==> src/rtl/ll_dma_pkg.sv <==
package ll_dma_pkg;

    typedef enum logic [2:0] {
        ST_IDLE,
        ST_FETCH_REQ,
        ST_FETCH_WAIT,
        ST_RD_REQ,
        ST_RD_WAIT,
        ST_WR_REQ,
        ST_WR_WAIT,
        ST_NODE_END
    } dma_state_e;

    localparam logic [2:0] REG_LINK   = 3'd0;
    localparam logic [2:0] REG_COUNT  = 3'd1;
    localparam logic [2:0] REG_SRC    = 3'd2;
    localparam logic [2:0] REG_DST    = 3'd3;
    localparam logic [2:0] REG_CFG    = 3'd4;
    localparam logic [2:0] REG_CURCNT = 3'd5;

    localparam int unsigned CFG_EN_BIT      = 0;
    localparam int unsigned CFG_NODE_BIT    = 1;
    localparam int unsigned CFG_DST_INC_BIT = 30;
    localparam int unsigned CFG_SRC_INC_BIT = 31;
    localparam int unsigned LINK_CHAIN_BIT  = 1;

endpackage

==> src/rtl/ll_dma_addr_step.sv <==
module ll_dma_addr_step #(
    parameter int unsigned ADDR_W = 32,
    parameter int unsigned STEP   = 4
) (
    input  logic [ADDR_W-1:0] addr_i,
    input  logic              inc_i,
    output logic [ADDR_W-1:0] addr_o
);
    always_comb begin
        addr_o = inc_i ? addr_i + ADDR_W'(STEP) : addr_i;
    end
endmodule

==> src/rtl/ll_dma_fetch_seq.sv <==
module ll_dma_fetch_seq #(
    parameter int unsigned ADDR_W    = 32,
    parameter int unsigned SLOT_W    = 3,
    parameter int unsigned LAST_SLOT = 4,
    parameter int unsigned SKIP      = 3
) (
    input  logic [ADDR_W-1:0] base_i,
    input  logic [SLOT_W-1:0] slot_i,
    output logic [ADDR_W-1:0] addr_o,
    output logic              last_o
);
    localparam int unsigned IDX_W = SLOT_W + 1;
    logic [IDX_W-1:0] word_idx;

    // slot 0 is the link word; later slots skip the unused words
    always_comb begin
        if (slot_i == '0) word_idx = '0;
        else              word_idx = IDX_W'(slot_i) + IDX_W'(SKIP);
        addr_o = base_i + (ADDR_W'(word_idx) << 2);
        last_o = (slot_i == SLOT_W'(LAST_SLOT));
    end
endmodule

==> src/rtl/ll_dma_reg_view.sv <==
module ll_dma_reg_view #(
    parameter int unsigned ADDR_W   = 32,
    parameter int unsigned CNT_W    = 13,
    parameter int unsigned CURCNT_W = 16
) (
    input  logic [2:0]        idx_i,
    input  logic [31:0]       link_i,
    input  logic [CNT_W-1:0]  cnt_i,
    input  logic [ADDR_W-1:0] src_i,
    input  logic [ADDR_W-1:0] dst_i,
    input  logic [31:0]       cfg_i,
    output logic [31:0]       data_o
);
    import ll_dma_pkg::*;
    logic [CURCNT_W-1:0] cur_view;

    always_comb begin
        cur_view = CURCNT_W'(cnt_i);
        case (idx_i)
            REG_LINK:   data_o = link_i;
            REG_COUNT:  data_o = 32'(cnt_i);
            REG_SRC:    data_o = 32'(src_i);
            REG_DST:    data_o = 32'(dst_i);
            REG_CFG:    data_o = cfg_i;
            REG_CURCNT: data_o = 32'(cur_view);
            default:    data_o = '0;
        endcase
    end
endmodule

==> src/rtl/ll_dma_channel.sv <==
module ll_dma_channel
    import ll_dma_pkg::*;
#(
    parameter int unsigned ADDR_W   = 32,
    parameter int unsigned CNT_W    = 13,
    parameter int unsigned CURCNT_W = 16
) (
    input  logic              clk,
    input  logic              rst_n,
    input  logic              reg_wr_en,
    input  logic [2:0]        reg_wr_idx,
    input  logic [31:0]       reg_wr_data,
    input  logic [2:0]        reg_rd_idx,
    output logic [31:0]       reg_rd_data,
    output logic              mem_req_valid,
    input  logic              mem_req_ready,
    output logic              mem_req_write,
    output logic [ADDR_W-1:0] mem_req_addr,
    output logic [31:0]       mem_req_wdata,
    input  logic              mem_rsp_valid,
    input  logic [31:0]       mem_rsp_data,
    input  logic              mem_rsp_err,
    output logic              busy,
    output logic              node_irq,
    output logic              chain_irq,
    output logic              err_irq
);
    localparam int unsigned WORD_W     = 32;
    localparam int unsigned BEAT_BYTES = WORD_W / 8;
    localparam int unsigned DESC_LSB   = 5;
    localparam int unsigned SLOT_W     = 3;
    localparam int unsigned LAST_SLOT  = 4;
    localparam int unsigned N_PTR      = 2;

    typedef struct packed {
        dma_state_e          st;
        logic                busy;
        logic [WORD_W-1:0]   link;
        logic [CNT_W-1:0]    cnt;
        logic [ADDR_W-1:0]   src;
        logic [ADDR_W-1:0]   dst;
        logic [ADDR_W-1:0]   base;
        logic [WORD_W-1:0]   cfg;
        logic [WORD_W-1:0]   data;
        logic [SLOT_W-1:0]   slot;
        logic                hold;
        logic                node_p;
        logic                chain_p;
        logic                err_p;
    } ctx_t;

    ctx_t q, d;

    function automatic logic [CNT_W-1:0] trim_cnt(input logic [WORD_W-1:0] w);
        trim_cnt = w[CNT_W-1:0] & ~CNT_W'(BEAT_BYTES - 1);
    endfunction

    // address stepping for source (0) and destination (1)
    logic [ADDR_W-1:0] ptr_cur [N_PTR];
    logic              ptr_inc [N_PTR];
    logic [ADDR_W-1:0] ptr_nxt [N_PTR];

    assign ptr_cur[0] = q.src;
    assign ptr_cur[1] = q.dst;
    assign ptr_inc[0] = q.cfg[CFG_SRC_INC_BIT];
    assign ptr_inc[1] = q.cfg[CFG_DST_INC_BIT];

    for (genvar g = 0; g < N_PTR; g++) begin : g_step
        ll_dma_addr_step #(
            .ADDR_W(ADDR_W),
            .STEP  (BEAT_BYTES)
        ) u_step (
            .addr_i(ptr_cur[g]),
            .inc_i (ptr_inc[g]),
            .addr_o(ptr_nxt[g])
        );
    end

    logic [ADDR_W-1:0] fetch_addr;
    logic              fetch_last;

    ll_dma_fetch_seq #(
        .ADDR_W   (ADDR_W),
        .SLOT_W   (SLOT_W),
        .LAST_SLOT(LAST_SLOT),
        .SKIP     (3)
    ) u_fetch (
        .base_i(q.base),
        .slot_i(q.slot),
        .addr_o(fetch_addr),
        .last_o(fetch_last)
    );

    ll_dma_reg_view #(
        .ADDR_W  (ADDR_W),
        .CNT_W   (CNT_W),
        .CURCNT_W(CURCNT_W)
    ) u_view (
        .idx_i (reg_rd_idx),
        .link_i(q.link),
        .cnt_i (q.cnt),
        .src_i (q.src),
        .dst_i (q.dst),
        .cfg_i (q.cfg),
        .data_o(reg_rd_data)
    );

    logic req_state;
    logic req_fire;

    always_comb begin
        req_state = (q.st == ST_FETCH_REQ) || (q.st == ST_RD_REQ) || (q.st == ST_WR_REQ);
        mem_req_valid = req_state && (q.cfg[CFG_EN_BIT] || q.hold);
        mem_req_write = (q.st == ST_WR_REQ);
        case (q.st)
            ST_FETCH_REQ: mem_req_addr = fetch_addr;
            ST_WR_REQ:    mem_req_addr = q.dst;
            default:      mem_req_addr = q.src;
        endcase
        mem_req_wdata = q.data;
        req_fire = mem_req_valid && mem_req_ready;
    end

    always_comb begin
        d         = q;
        d.node_p  = 1'b0;
        d.chain_p = 1'b0;
        d.err_p   = 1'b0;
        d.hold    = mem_req_valid && !mem_req_ready;

        case (q.st)
            ST_FETCH_REQ: if (req_fire) d.st = ST_FETCH_WAIT;
            ST_RD_REQ:    if (req_fire) d.st = ST_RD_WAIT;
            ST_WR_REQ:    if (req_fire) d.st = ST_WR_WAIT;
            ST_FETCH_WAIT: begin
                if (mem_rsp_valid) begin
                    case (q.slot)
                        3'd0:    d.link = mem_rsp_data;
                        3'd1:    d.cnt  = trim_cnt(mem_rsp_data);
                        3'd2:    d.src  = ADDR_W'(mem_rsp_data);
                        3'd3:    d.dst  = ADDR_W'(mem_rsp_data);
                        default: d.cfg  = {mem_rsp_data[WORD_W-1:1], q.cfg[CFG_EN_BIT]};
                    endcase
                    if (fetch_last) begin
                        d.slot = '0;
                        d.st   = (q.cnt == '0) ? ST_NODE_END : ST_RD_REQ;
                    end else begin
                        d.slot = q.slot + SLOT_W'(1);
                        d.st   = ST_FETCH_REQ;
                    end
                end
            end
            ST_RD_WAIT: begin
                if (mem_rsp_valid) begin
                    d.data = mem_rsp_data;
                    d.st   = ST_WR_REQ;
                end
            end
            ST_WR_WAIT: begin
                if (mem_rsp_valid) begin
                    d.cnt = q.cnt - CNT_W'(BEAT_BYTES);
                    d.src = ptr_nxt[0];
                    d.dst = ptr_nxt[1];
                    d.st  = (q.cnt == CNT_W'(BEAT_BYTES)) ? ST_NODE_END : ST_RD_REQ;
                end
            end
            ST_NODE_END: begin
                d.node_p = q.cfg[CFG_NODE_BIT];
                if (q.link[LINK_CHAIN_BIT]) begin
                    d.base = {q.link[ADDR_W-1:DESC_LSB], DESC_LSB'(0)};
                    d.slot = '0;
                    d.st   = ST_FETCH_REQ;
                end else begin
                    d.chain_p           = 1'b1;
                    d.busy              = 1'b0;
                    d.cfg[CFG_EN_BIT]   = 1'b0;
                    d.st                = ST_IDLE;
                end
            end
            default: ;
        endcase

        // any error response ends the chain at once
        if (mem_rsp_valid && mem_rsp_err &&
            (q.st == ST_FETCH_WAIT || q.st == ST_RD_WAIT || q.st == ST_WR_WAIT)) begin
            d                 = q;
            d.node_p          = 1'b0;
            d.chain_p         = 1'b0;
            d.hold            = 1'b0;
            d.slot            = '0;
            d.err_p           = 1'b1;
            d.busy            = 1'b0;
            d.cfg[CFG_EN_BIT] = 1'b0;
            d.st              = ST_IDLE;
        end

        if (reg_wr_en) begin
            if (!q.busy) begin
                case (reg_wr_idx)
                    REG_LINK:  d.link = reg_wr_data;
                    REG_COUNT: d.cnt  = trim_cnt(reg_wr_data);
                    REG_SRC:   d.src  = ADDR_W'(reg_wr_data);
                    REG_DST:   d.dst  = ADDR_W'(reg_wr_data);
                    REG_CFG: begin
                        d.cfg = reg_wr_data;
                        if (reg_wr_data[CFG_EN_BIT]) begin
                            d.busy = 1'b1;
                            d.st   = (q.cnt == '0) ? ST_NODE_END : ST_RD_REQ;
                        end
                    end
                    default: ;
                endcase
            end else if (reg_wr_idx == REG_CFG) begin
                d.cfg[CFG_EN_BIT] = reg_wr_data[CFG_EN_BIT];
            end
        end
    end

    always_ff @(posedge clk) begin
        if (!rst_n) begin
            q      <= '0;
            q.st   <= ST_IDLE;
        end else begin
            q <= d;
        end
    end

    assign busy      = q.busy;
    assign node_irq  = q.node_p;
    assign chain_irq = q.chain_p;
    assign err_irq   = q.err_p;

endmodule

==> config.mk <==
export PLATFORM = sky130hd
export DESIGN_NAME = ll_dma_channel
export DESIGN_NICKNAME = d
export VERILOG_FILES = /design/src/rtl/ll_dma_pkg.sv /design/src/rtl/ll_dma_addr_step.sv /design/src/rtl/ll_dma_fetch_seq.sv /design/src/rtl/ll_dma_reg_view.sv /design/src/rtl/ll_dma_channel.sv
export SDC_FILE = /design/constraint.sdc
export NUM_CORES = 1
export LEC_CHECK = 0
export BUFFER_PORTS_ARGS = -buffer_cell sky130_fd_sc_hd__buf_2
export CAP_MARGIN = 10
export CORE_MARGIN = 1.5
export CORE_UTILIZATION = 47
export CTS_CLUSTER_SIZE = 25
export DETAILED_ROUTE_END_ITERATION = 6
export PLACE_DENSITY = 0.67
export SYNTH_ARGS = -nofsm -noshare
export SYNTH_HDL_FRONTEND = slang
export SYNTH_SLANG_ARGS = --single-unit
==> constraint.sdc <==
create_clock -name clk -period 7.8 [get_ports clk]
set_input_delay 1.56 -clock clk [delete_from_list [all_inputs] [get_ports clk]]
set_output_delay 1.56 -clock clk [all_outputs]
set_load 0.01 [all_outputs]
Yosys cells after proc, flatten, opt, wreduce, memory -nomap -nowiden
Index checks and enable logic that the tools add are counted.
{ "classes": {"n_addsub": 6, "n_mul": 0, "n_div": 0, "magnitude_cmp": 0, "eq_ne": 23, "n_shift": 0, "muxes": 55, "bitwise": 3, "n_reduce_logical": 23} }
{ "op_table": {"columns": ["op", "n"], "rows": [
  ["$mux 32", 17],
  ["$mux 113", 2],
  ["$mux 216", 1],
  ["$pmux 32 s5", 1],
  ["$pmux 77 s2", 1],
  ["$mux 109", 1],
  ["$mux 77", 1],
  ["$add 32x3->32 const B", 2],
  ["$pmux 32 s2", 1],
  ["$mux 31", 2],
  ["$mux 3", 12],
  ["$add 32x6->32", 1],
  ["$mux 13", 2],
  ["$eq 3x2->1 const B", 8],
  ["$eq 3x3->1 const B", 8],
  ["$pmux 3 s7", 1],
  ["$eq 13x3->1 const B", 1],
  ["$logic_not 13->1", 1],
  ["$sub 13x3->13 const B", 1],
  ["$eq 3x1->1 const B", 4],
  ["$mux 4", 3],
  ["$logic_not 3->1", 3],
  ["$reduce_and 3->1", 3],
  ["$mux 1", 7],
  ["other kinds (14)", 26]
]} }
{ "totals": {"register_bits": 211, "latch_bits": 0, "ram_bits": 0, "mem_bits_ro": 0, "inputBits": 76, "out_inout_bits": 102, "elab_cells": 124, "memories": 0} }

Logic depth before layout (Yosys ltp)
Gate-level depths: netlist of the first run.
{ "depth": {"word_depth": 12, "mapped_depth": 11, "depth_no_buf": 9} }

Cells and area by module
From an unflattened synthesis of the first run, not the netlist that was laid out.
{ "unflattened": {"hier_cells": 1888, "area_unflattened_um2": 14500.2} }
{ "modules_own_cells": {"columns": ["module", "instances", "cells_per_inst", "area_per_inst_um2", "seq_area_each_um2"], "rows": [
  ["ll_dma_channel", 1, 1473, 11350.9, 4224.1],
  ["ll_dma_addr_step", 2, 85, 629.4, 0.0],
  ["ll_dma_reg_view", 1, 139, 1144.8, 0.0],
  ["ll_dma_fetch_seq", 1, 106, 745.7, 0.0]
]} }

Worst setup path before layout of the first run
Ideal clock, no wire load.
{ "synth_timing": {"kind": "input port to output port", "start": "in reg_rd_idx[0]", "end": "out reg_rd_data[14]", "arrival_ps": 3026, "required_ps": 6240, "path_slack_ps": 3214, "path_stages": 6, "path_cell_list": "clkbuf_1 -> or2_2 -> nor2_1 -> clkbuf_1 -> a22o_1 -> a221o_1"} }
{ "synth_between": {"elab_chain_cells": 3} }
{ "synth_rtl": {"columns": ["element", "line", "rtl"], "rows": [
  ["start, declared", "ll_dma_channel.sv:13", "input logic [2:0] reg_rd_idx,"],
  ["$eq 3x1->1 or $eq 3x3->1 (tied branches)", "ll_dma_reg_view.sv:19", "case (idx_i)"],
  ["$reduce_or 2->1 (no line)", null, null],
  ["$pmux 32 s5 (*)", "ll_dma_reg_view.sv:19", null],
  ["end, declared", "ll_dma_channel.sv:14", "output logic [31:0] reg_rd_data,"]
]} }
Mark *: on every way between the ends. The rest lies on a longest branch, timed or not.

Worst setup path after layout of the first run
{ "layout_timing": {"start": "reg q[6] (netlist bit)", "end": "out mem_req_addr[19]"} }
{ "layout_between": {"elab_chain_cells": 4} }
{ "layout_rtl": {"columns": ["element", "line", "rtl"], "rows": [
  ["start, declared", "ll_dma_channel.sv:52", "ctx_t q, d;"],
  ["$add 3x2->4 or $logic_not 3->1 (tied branches)", "ll_dma_fetch_seq.sv:18, ll_dma_fetch_seq.sv:17", null],
  ["$mux 4 (*)", "ll_dma_fetch_seq.sv:17", "if (slot_i == '0) word_idx = '0;"],
  ["$add 32x6->32 (*)", "ll_dma_fetch_seq.sv:19", "addr_o = base_i + (ADDR_W'(word_idx) << 2);"],
  ["$pmux 32 s2 (*)", "ll_dma_channel.sv:115", "case (q.st)"],
  ["end, declared", "ll_dma_channel.sv:18", "output logic [ADDR_W-1:0] mem_req_addr,"]
]} }
Marked as above.

==> results of run 1 <==
-- power breakdown --
group	internal, mW	total, mW	switching [mW]
registers	1.11	1.15	0.0442
clock network	0.656	1.15	0.495
logic	0.0832	0.250	0.167
total	1.84	2.55	0.705
-- cell families (layout without fill, tap and decap cells) --
group | after synthesis | in the layout | synth area share
flip-flops | 211 | 211 | 0.304
multiplexers | 75 | 75 | 0.0545
adder cells (fa/ha/maj) | 13 | 13 | 0.0117
AND/OR/NAND/NOR | 724 | 724 | 0.249
AO/OA/AOI/OAI | 611 | 611 | 0.285
XOR/XNOR | 23 | 23 | 0.0145
buffers and inverters | 233 | 272 | 0.0817
-- layout make-up --
type,count,area [um2]
multi-input combinational,1446,8580
clock buffer,33,696
sequential,211,4230
tap,384,480
clock inverter,9,78.8
fill,2869,13700
inverter,24,91.3
timing repair buffer,206,1100
-- path summary, 6_finish.rpt --
check	slack (ps)	startpoint	endpoint
hold / removal	450	mem_req_wdata[3]	mem_req_wdata[3]
setup / recovery	2530	q[6]	mem_req_addr[19]
setup reg to reg	4130	q[215]	ptr_cur[29]
hold reg to reg	450	mem_req_wdata[3]	mem_req_wdata[3]
-- worst reg2reg max path: cells and delay by family (launching register included) --
kind	cells	cell delay [ps]
flip-flops	1	320
AND/OR/NAND/NOR	3	2500
buffers and inverters	1	590
AO/OA/AOI/OAI	1	190
-- registers in the layout (all words and copies together), names as in the netlist --
| signal | flops |
|---|---|
| busy | 1 |
| chain_irq | 1 |
| err_irq | 1 |
| mem_req_wdata | 32 |
| node_irq | 1 |
| ptr_cur | 64 |
| ptr_inc | 2 |
| q | 109 |
-- metrics by stage --
step / instance area (um2) / setup slack, ps / hold WS, ps / power, mW / instances
6_report: 15300 / 2530 / 452 / 2.55 / 2313
5_1_grt: 15300 / 2340 / 472 / 2.62 / 2313
4_1_cts: 15200 / 2440 / 454 / 2.54 / 2313
3_5_place_dp: 14500 / 2450 / 446 / 1.41 / 2271
3_3_place_gp: 14500 / 2480 / 440 / 1.41 / 2271
2_1_floorplan: 13900 / 3210 / 437 / 1.30 / 1890
-- per-layer routing --
metal | vias up | wire length [um] | global-route usage | share of wire
met3 | 216 | 6360 | 0.0638 | 0.11
met5 | - | 0 | 0 | 0
li1 | 6984 | - | - | -
met4 | 0 | 3330 | 0.192 | 0.059
met1 | 7276 | 21900 | 0.465 | 0.39
met2 | 1047 | 24900 | 0.564 | 0.44
-- cell usage in the layout, fill, tap and decap left out, drive strengths merged, types with 6 or more instances in the layout --
| cell type | instances |
|---|---|
| mux2 | 6 |
| nor4 | 27 |
| and4 | 12 |
| buf | 206 |
| a221o | 28 |
| nor2 | 96 |
| xor2 | 10 |
| nand3 | 59 |
| o211ai | 17 |
| nand2b | 15 |
| or3 | 11 |
| and3 | 17 |
| dfxtp | 211 |
| a221oi | 22 |
| o22ai | 9 |
| mux2i | 69 |
| inv | 24 |
| a311oi | 37 |
| o21ai | 164 |
| nand3b | 6 |
| nand4 | 36 |
| o31ai | 16 |
| nor3 | 38 |
| clkinv | 6 |
| nand2 | 355 |
| clkbuf | 33 |
| ha | 13 |
| a22oi | 14 |
| o311ai | 8 |
| o21a | 13 |
| a31oi | 29 |
| or4 | 11 |
| a22o | 18 |
| and2 | 12 |
| o221ai | 7 |
| o31a | 8 |
| a21oi | 177 |
| xnor2 | 13 |
==> flow_summary.ini, run 1 <==
[run_status]
status = finished, violations left
violations = design-rule violations

[placement]
place.detailed.hpwl_um = 38200
routabilityCongestion = 0.953
port-buffer-count = 177

[cts]
hold_buffers = 0
post_cts_buffers = 0
cts.repair.resized = 0
clk_path_buf_depth = 3
clock_latency_ps = 540
cts_sinks = 211
cts-buffers-inserted = 25
htreeDepth = 1
cts_tree = built
ctsRootBufferMaster = clkbuf_16
path_clk_slew_ps = 60

[sta]
worst_slew_pin_slew_ps = 1300
finalCriticalPeriod_ps = 5270
hold_viol_final = 0
setup_violations = 0
finalCritPeriodShare = 0.676
fin_worst_skew_ps = 10.5
grt_setup_unrepaired = false
clock.fmax_mhz = 190
relSlewSlack = 0.130
drv_slew = 0
finalSetupTns_ps = 0

[synthesis]
synth_edf_count = 0
synth.area.top_cells = dfxtp_1 30%, nand2_1 9.6%, a21oi_1 6.4%
synth.most_common_cell = nand2_1
synth_nets = 1979
ys_seq_elements = 211
syn_avg_cell_area_um2 = 7.35
synth_cell_type_count = 91
synth_ff_type = dfxtp_1
yosysTopAreaCellShare = 0.304
synthCells = 1890
synth_common_cells = 355 x nand2_1, 211 x dfxtp_1, 177 x a21oi_1
yosys_warnings = 0
ys_seq_area_frac = 0.304
syn_area_um2 = 13900
async_flop_share = 0
synth_top_cell_by_area = dfxtp_1

[die]
pin_count = 178
die_area_um2 = 30600
die_h_um = 175
initial_core_util = 0.480
rows = 62
core-area_um2 = 28900
die_x_um = 175

[routing]
ant_nets = 0
via_count = 15500
dr.pass1.iters = 7
dr.first_iter.drc_count = 2228
vias_per_cell = 6.71
wirelength_um = 56400
wl_per_cell_um = 24.4
remaining_drc_errors = 1

[worst_setup_path]
worstSetupPathDepth = 10
path_buf_inv = 2
critPathKind = register to output pin
critPathTopFamily = simple AND/OR/NAND/NOR gates
arrival_ps = 3710
required_ps = 6240
critPathMaxStageDelay_ps = 670
crit_path_max_fanout = 11
cp_cell_sequence = inv_1, a21oi_1, ha_1, ha_1, and3_1, nand3_1, o21a_1, o31ai_1, o21ai_0, buf_2
startpoint_type = register
endpoint_kind = output pin
r2r_cells = 5
path_common_cell = ha_1
crit_path_top_delay_cell = and3_1

[cells_and_area]
drive_gt1_frac = 0.149
post-route-util = 0.527
area_growth_syn_to_layout_pct = 9.72
layout.nets = 2003
n_antenna_cell = 0

[power_and_ir_drop]
p_leak_nw = 5.68
power.density_nw_per_um2 = 167
vdd_ir_drop_max_mv = 0.136

[grt]
grt-ovfl-total = 0
first_global_vias = 14200
grt_pass1_wl_um = 85600
antenna_found_initial = 1
grt_usage = 0.358
grt_max_degree = 73

[job]
cap_violations = 0

[worst_hold_path]
holdCritPathClass = register to register
hold_depth = 2
Note: power is estimated with default switching activity, not from simulation.
==> run 2: changes to the inputs <==
clock period = 4.9 ns   (was 7.8 ns; I/O delays follow)
==> run 2 against run 1 <==
The run still ends with design-rule violations left. Critical endpoint is now mem_req_addr[21]. Largest power group is now the clock network. Highest routed layer unchanged. Register-to-register slack worse by 2400 ps. Critical path type unchanged. Non-clock buffer count grew 11. Critical path depth did not move. Sequential share of layout area is 0.23 points lower.
==> flow_summary.ini, run 2 (synthesis gave the netlist of run 1 again) <==
[cts]
clk_path_buf_depth = 3
cts.repair.resized = 0
cts_sinks = 211
hold_buffers = 0
path_clk_slew_ps = 60
ctsRootBufferMaster = clkbuf_16
htreeDepth = 1
post_cts_buffers = 0
cts-buffers-inserted = 26
clock_latency_ps = 540
cts_tree = built

[sta]
finalCritPeriodShare = 0.922
fin_worst_skew_ps = 14.0
finalSetupTns_ps = 0
worst_slew_pin_slew_ps = 1300
finalCriticalPeriod_ps = 4520
grt_setup_unrepaired = false
setup_violations = 0
relSlewSlack = 0.133
clock.fmax_mhz = 221
hold_viol_final = 0
setup_slack_ps = 382
drv_slew = 0

[worst_setup_path]
required_ps = 3920
cp_cell_sequence = inv_1, a21oi_1, ha_1, ha_1, and3_1, nand3_1, o21a_1, o31ai_1, o21ai_0, buf_2
arrival_ps = 3540
critPathKind = register to output pin
r2r-end = ptr_cur[48]
crit_path_top_delay_cell = and3_1
r2r_cells = 6
critPathMaxStageDelay_ps = 680
r2r-start = q[214]
startpoint_type = register
r2r_slack_ps = 1730
endpoint_kind = output pin
path_common_cell = ha_1
crit_path_max_fanout = 11

[power_and_ir_drop]
p_leak_nw = 5.75
design_power_total_mw = 4.10
vdd_ir_drop_max_mv = 0.313
power.density_nw_per_um2 = 267

[cells_and_area]
n_antenna_cell = 0
final_area_um2 = 15400
layout_common_cells = 355 x nand2_1, 210 x dfxtp_1, 177 x a21oi_1, 177 x buf_2, 163 x o21ai_0
largest_reg_flops = 109
drive_gt1_frac = 0.154
final_cell_count_no_fill = 2329
layout.nets = 2015
regMostFlops = q
n_fill_cell = 2807
area_growth_syn_to_layout_pct = 10.6
seq_area_um2 = 4230
final_common_cell = nand2_1
multi_input_area_um2 = 8580

[grt]
grt_usage = 0.360
grt_max_degree = 68
grt_pass1_wl_um = 86200
first_global_vias = 14700
antenna_found_initial = 0
grt-ovfl-total = 0

[placement]
dp.cells = 2282
dpl_worst_slack_ps = 1060
placed_area_um2 = 14600
port-buffer-count = 177
place.detailed.hpwl_um = 38900
routabilityCongestion = 0.973

[routing]
dr.first_iter.drc_count = 2120
dr.pass1.iters = 7
wl_per_cell_um = 24.5
wirelength_um = 57100
vias_per_cell = 6.74
remaining_drc_errors = 19
via_count = 15700
ant_nets = 0

[die]
pin_count = 178
die_x_um = 175
initial_core_util = 0.480
core-area_um2 = 28900
rows = 62
die_area_um2 = 30600
die_h_um = 175

[run_status]
violations = design-rule violations
status = finished, violations left

[worst_hold_path]
hold_depth = 2
hp-start = mem_req_wdata[25]
whs_endpoint = mem_req_wdata[25]
holdCritPathClass = register to register

[job]
cap_violations = 0
==> run 2: where the power goes <==
group	internal [mW]	leakage [nW]	switching, mW
registers	1.76	1.71	0.0670
logic	0.134	3.64	0.268
clock network	1.10	0.403	0.771
==> run 2: worst max-delay path by stage <==
stage | end | cells after the start | startpoint
after floorplan | reg_rd_data[14] | 6 | reg_rd_idx[0]
after global placement | mem_req_addr[19] | 10 | q[6]
after detailed placement | mem_req_addr[21] | 10 | q[6]
after CTS | mem_req_addr[19] | 10 | q[6]
after global routing | mem_req_addr[21] | 10 | q[6]
final | mem_req_addr[21] | 10 | q[6]
==> run 2: layer usage <==
metal | up-vias | wire length, um | global-route usage
met3 | 235 | 6630 | 0.0751
li1 | 7010 | - | -
met4 | 0 | 3540 | 0.208
met1 | 7376 | 21800 | 0.456
met5 | - | 0 | 0
met2 | 1072 | 25100 | 0.568
==> run 2: area by class of cell <==
type	count	share of cell area
inverter	24	0.00594
clock inverter	8	0.00439
clock buffer	39	0.0488
tap	384	0.0312
sequential	211	0.275
multi-input combinational	1446	0.558
timing repair buffer	217	0.0771
==> run 2: worst max-delay path, delay by kind of cell (launching register included) <==
kind | cells | cell delay (ps)
AND/OR/NAND/NOR | 2 | 940
AO/OA/AOI/OAI | 4 | 710
flip-flops | 1 | 540
adder cells (fa/ha/maj) | 2 | 460
buffers and inverters | 2 | 350
==> run 2: stage by stage <==
stage          hold slack (ps)   util
2_1_floorplan              437      -
3_3_place_gp               440  0.503
3_5_place_dp               444  0.503
4_1_cts                    452  0.531
5_1_grt                    475  0.531
6_report                   450  0.531
